## src/rtl/uart_rxq.sv

```systemverilog
module uart_rxq #(
  parameter int DEPTH = 4,
  parameter int DW    = 9
) (
  input  logic                          clk,
  input  logic                          rst_n,
  input  logic                          chr_done,
  input  logic [DW-1:0]                 chr_data,
  input  logic                          chr_perr,
  input  logic                          chr_ferr,
  input  logic                          rx_busy,
  input  logic                          rd_stb,
  input  logic                          ovr_clr,
  input  logic [1:0]                    int_sel,
  input  logic                          nine_bit,
  input  logic                          addr_det,
  output logic [DW-1:0]                 rd_data,
  output logic                          head_perr,
  output logic                          head_ferr,
  output logic                          data_avail,
  output logic [$clog2(DEPTH+1)-1:0]    level,
  output logic                          overrun,
  output logic                          rx_int,
  output logic                          rx_idle,
  output logic                          sr_flush
);
  localparam int AW = $clog2(DEPTH);
  localparam int LW = $clog2(DEPTH+1);
  localparam logic [LW-1:0] FULL = LW'(DEPTH);
  localparam logic [LW-1:0] TQ   = LW'((DEPTH*3)/4);

  logic [DW-1:0] mem_d [DEPTH];
  logic          mem_p [DEPTH];
  logic          mem_f [DEPTH];
  logic [AW-1:0] wp, rp;
  logic [LW-1:0] cnt, cnt_nx;
  logic          ovr_q, int_q, fl_q, int_hit;

  wire addr_mode = nine_bit & addr_det;
  wire hit       = chr_done & (~addr_mode | chr_data[DW-1]);
  wire do_clr    = ovr_clr & ovr_q;
  wire do_pop    = rd_stb & (cnt != '0) & ~do_clr;
  wire room      = (cnt != FULL) | do_pop;
  wire do_push   = hit & ~ovr_q & ~do_clr & room;
  wire do_ovr    = hit & ~ovr_q & ~do_clr & ~room;

  assign cnt_nx = cnt + LW'(do_push) - LW'(do_pop);

  always_comb begin
    case (int_sel)
      2'b10:   int_hit = do_push & (cnt_nx == TQ);
      2'b11:   int_hit = do_push & (cnt_nx == FULL);
      default: int_hit = do_push;
    endcase
  end

  always_ff @(posedge clk or negedge rst_n) begin
    if (!rst_n) begin
      wp    <= '0;
      rp    <= '0;
      cnt   <= '0;
      ovr_q <= 1'b0;
      int_q <= 1'b0;
      fl_q  <= 1'b0;
    end else begin
      int_q <= int_hit;
      fl_q  <= do_clr;
      if (do_clr) begin
        wp    <= '0;
        rp    <= '0;
        cnt   <= '0;
        ovr_q <= 1'b0;
      end else begin
        if (do_push) wp <= wp + 1'b1;
        if (do_pop)  rp <= rp + 1'b1;
        cnt <= cnt_nx;
        if (do_ovr) ovr_q <= 1'b1;
      end
    end
  end

  always_ff @(posedge clk) begin
    if (do_push) begin
      mem_d[wp] <= chr_data;
      mem_p[wp] <= chr_perr;
      mem_f[wp] <= chr_ferr;
    end
  end

  assign data_avail = (cnt != '0);
  assign rd_data    = data_avail ? mem_d[rp] : '0;
  assign head_perr  = data_avail & mem_p[rp];
  assign head_ferr  = data_avail & mem_f[rp];
  assign level      = cnt;
  assign overrun    = ovr_q;
  assign rx_int     = int_q;
  assign sr_flush   = fl_q;
  assign rx_idle    = ~rx_busy;
endmodule

```

## config.mk

```make
export PLATFORM = sky130hd
export DESIGN_NAME = uart_rxq
export DESIGN_NICKNAME = d
export VERILOG_FILES = /design/src/rtl/uart_rxq.sv
export SDC_FILE = /design/constraint.sdc
export NUM_CORES = 1
export LEC_CHECK = 0
export ABC_CLOCK_PERIOD_IN_PS = 3200
export CORE_MARGIN = 4
export CORE_UTILIZATION = 51
export DETAILED_ROUTE_END_ITERATION = 8
export PLACE_DENSITY = 0.78
export SYNTH_ARGS = -nofsm -noshare
export SYNTH_HDL_FRONTEND = slang
export SYNTH_SLANG_ARGS = --single-unit
```

## constraint.sdc

```tcl
create_clock -name clk -period 3.2 [get_ports clk]
set_input_delay 0.48 -clock clk [delete_from_list [all_inputs] [get_ports clk]]
set_output_delay 0.48 -clock clk [all_outputs]
set_load 0.05 [all_outputs]
```

==> flow_summary.ini <==
[place]
place_area_mm2 = 0.002731
dp_slack_ns = -0.001559
portBuffers = 39
dp_hpwl_mm = 2.822
place_congestion = 0.8517
dp.cells = 219

[power]
vdd_drop_max_uv = 608.0
cellLeakagePower_nw = 1.031
powerDensity_mw_per_mm2 = 1020
p_total_mw = 2.880

[grt]
overflow = 0
grt_pass1_wl_mm = 6.327
grt_max_degree = 16
antenna_found_initial = 0
grt_pass1_vias = 1299
grt_usage = 0.1585

[yosys]
ys_seq_area_frac = 0.7013
syn_area_per_cell_um2 = 17.64
synth_cell_types = 24
syn_area_mm2 = 0.002241
synthCells = 127
synth.area.mux_share = 0.1200
synth_area_leaders = edfxtp_1, dfrtp_1, mux4_2
synthesis.nets = 155
yosysTopAreaCellShare = 0.5896
synth_xor_area_frac = 0.01954
synth_seq_cells = 54
yosys.area_share.simple = 0.08599
synth_top_family_by_area = multiplexers
synth_warnings = 0
synth_compound_area_frac = 0.008375
synth-adder-area-share = 0.04243
yosysTopAreaCell = edfxtp_1

[clocking]
cts_tree = built
numCtsBuffers = 5
clock_latency_ns = 0.30
cts-hold-fix-buffers = 0
path_clk_slew_ns = 0.09
root_buffer = clkbuf_8
cts_buffer_depth = 2
post_cts_buffers = 0
h-tree-depth = 2
cts.sinks = 54
cts_resized = 0

[worst_setup_path]
crit_type = register to primary output
arrival_ns = 2.45
end_kind = primary output
required_ns = 2.72
crit_path_max_fanout = 9
startpoint_type = register

[sta]
tightest_slew_ns = 0.5909
timing.hold.ws_ns = 0.4967
max_freq_mhz = 341.0
drv_slew = 0
finalHoldViolations = 0
maxSlewHeadroom = 0.6061
setup_ws_ns = 0.2672
grt_setup_unrepaired = false
period_share = 0.9165
setup-violations-final = 0
setup-tns-final_ns = 0
fin_crit_ns = 2.933
fin_worst_skew_ns = 0.004312

[cells_and_area]
finalInstanceArea_mm2 = 0.002823
syn2layout_area_growth_pct = 25.96
final_util = 0.6859
drive_gt1_frac = 0.1186
fin_nets = 204
fill_cells = 264
final_common_cell = edfxtp_1
most-common-layout-cells = edfxtp_1, clkdlybuf4s50_1, and2_1
fin_cells = 227
diodes = 0

[run_status]
status = finished, final reports clean

[die]
die_h_um = 74.29
design.die.area_mm2 = 0.005518
io_pins = 40
start_util = 0.5445
core-area_mm2 = 0.004115
die_x_um = 74.29
rows = 23

[route]
ant_nets = 0
drtIter0Drc = 68
wl_per_cell_um = 17.26
avgViaCountPerCell = 5.379
drc_errors = 0
drt_first_pass_iters = 4
num_vias = 1221
wl_mm = 3.917

[hold_path]
hold_path_class = input pin to asynchronous set/reset pin

[run]
drv_cap = 0
layer usage:
metal | track usage | part of all wire | vias up
met5 | 0 | 0 | -
met4 | 0.03557 | 0.010 | 0
met3 | 0.04865 | 0.061 | 6
met2 | 0.2785 | 0.52 | 39
met1 | 0.1943 | 0.40 | 605
li1 | - | - | 571
worst max-delay path, cell delays in order (launching register included):
cell             delay [ns]
dfrtp_1                0.54
buf_12                 0.19
mux4_1                 0.55
and2_1                 0.17
clkdlybuf4s50_1        0.70
state kept, by name, indices dropped and copies added (netlist names):
name,count
mem_d,36
wp,2
level,3
mem_f,4
rx_int,1
overrun,1
rp,2
mem_p,4
sr_flush,1
worst paths after layout:
kind | startpoint | end | slack [ns] | cells past startpoint
max | rp[0] | head_perr | 0.27 | 4
min | rst_n | rx_int | 0.50 | 1
max reg2reg | level[1] | rx_int | 0.44 | 12
min reg2reg | wp[1] | wp[1] | 0.60 | 2
max in group asynchronous | rst_n | rp[0] | 2.39 | 1
min in group clk | wp[1] | wp[1] | 0.60 | 2
logic make-up after synthesis:
logic type / count (synthesis)
compound gates: 3
xor+xnor: 5
fa+ha+maj: 7
buf+inv: 11
flops: 54
mux: 12
simple gates: 35
cells in the mapped netlist:
cell type and instances:
xnor2_1 2, mux2i_1 1, inv_1 7, nor2_1 8, ha_1 6, clkinv_1 1, buf_6 1, o22ai_1 1
clkbuf_1 1, buf_2 1, nand4bb_1 1, dfrtp_1 10, fa_1 1, a31oi_1 2, and2_1 16, nand2_1 4
mux4_2 8, xor2_1 3, nor3b_1 1, mux4_1 3, or3_1 1, nand3_1 3, nand3b_1 1, edfxtp_1 44
report_power, final:
group / switching (mW) / internal, mW
Clock: 0.200 / 0.175
Sequential: 0.116 / 0.928
Combinational: 0.855 / 0.606
cell type report:
cell class                 count  area [µm²]  area share
sequential                    54        1572      0.5567
timing repair buffer          45       447.9      0.1587
clock inverter                 1       5.005    0.001773
tap                           50       62.56     0.02216
clock buffer                   7       86.33     0.03059
multi-input combinational     62       619.3      0.2194
inverter                       8       30.03     0.01064
(Power assumes the default switching activity.)
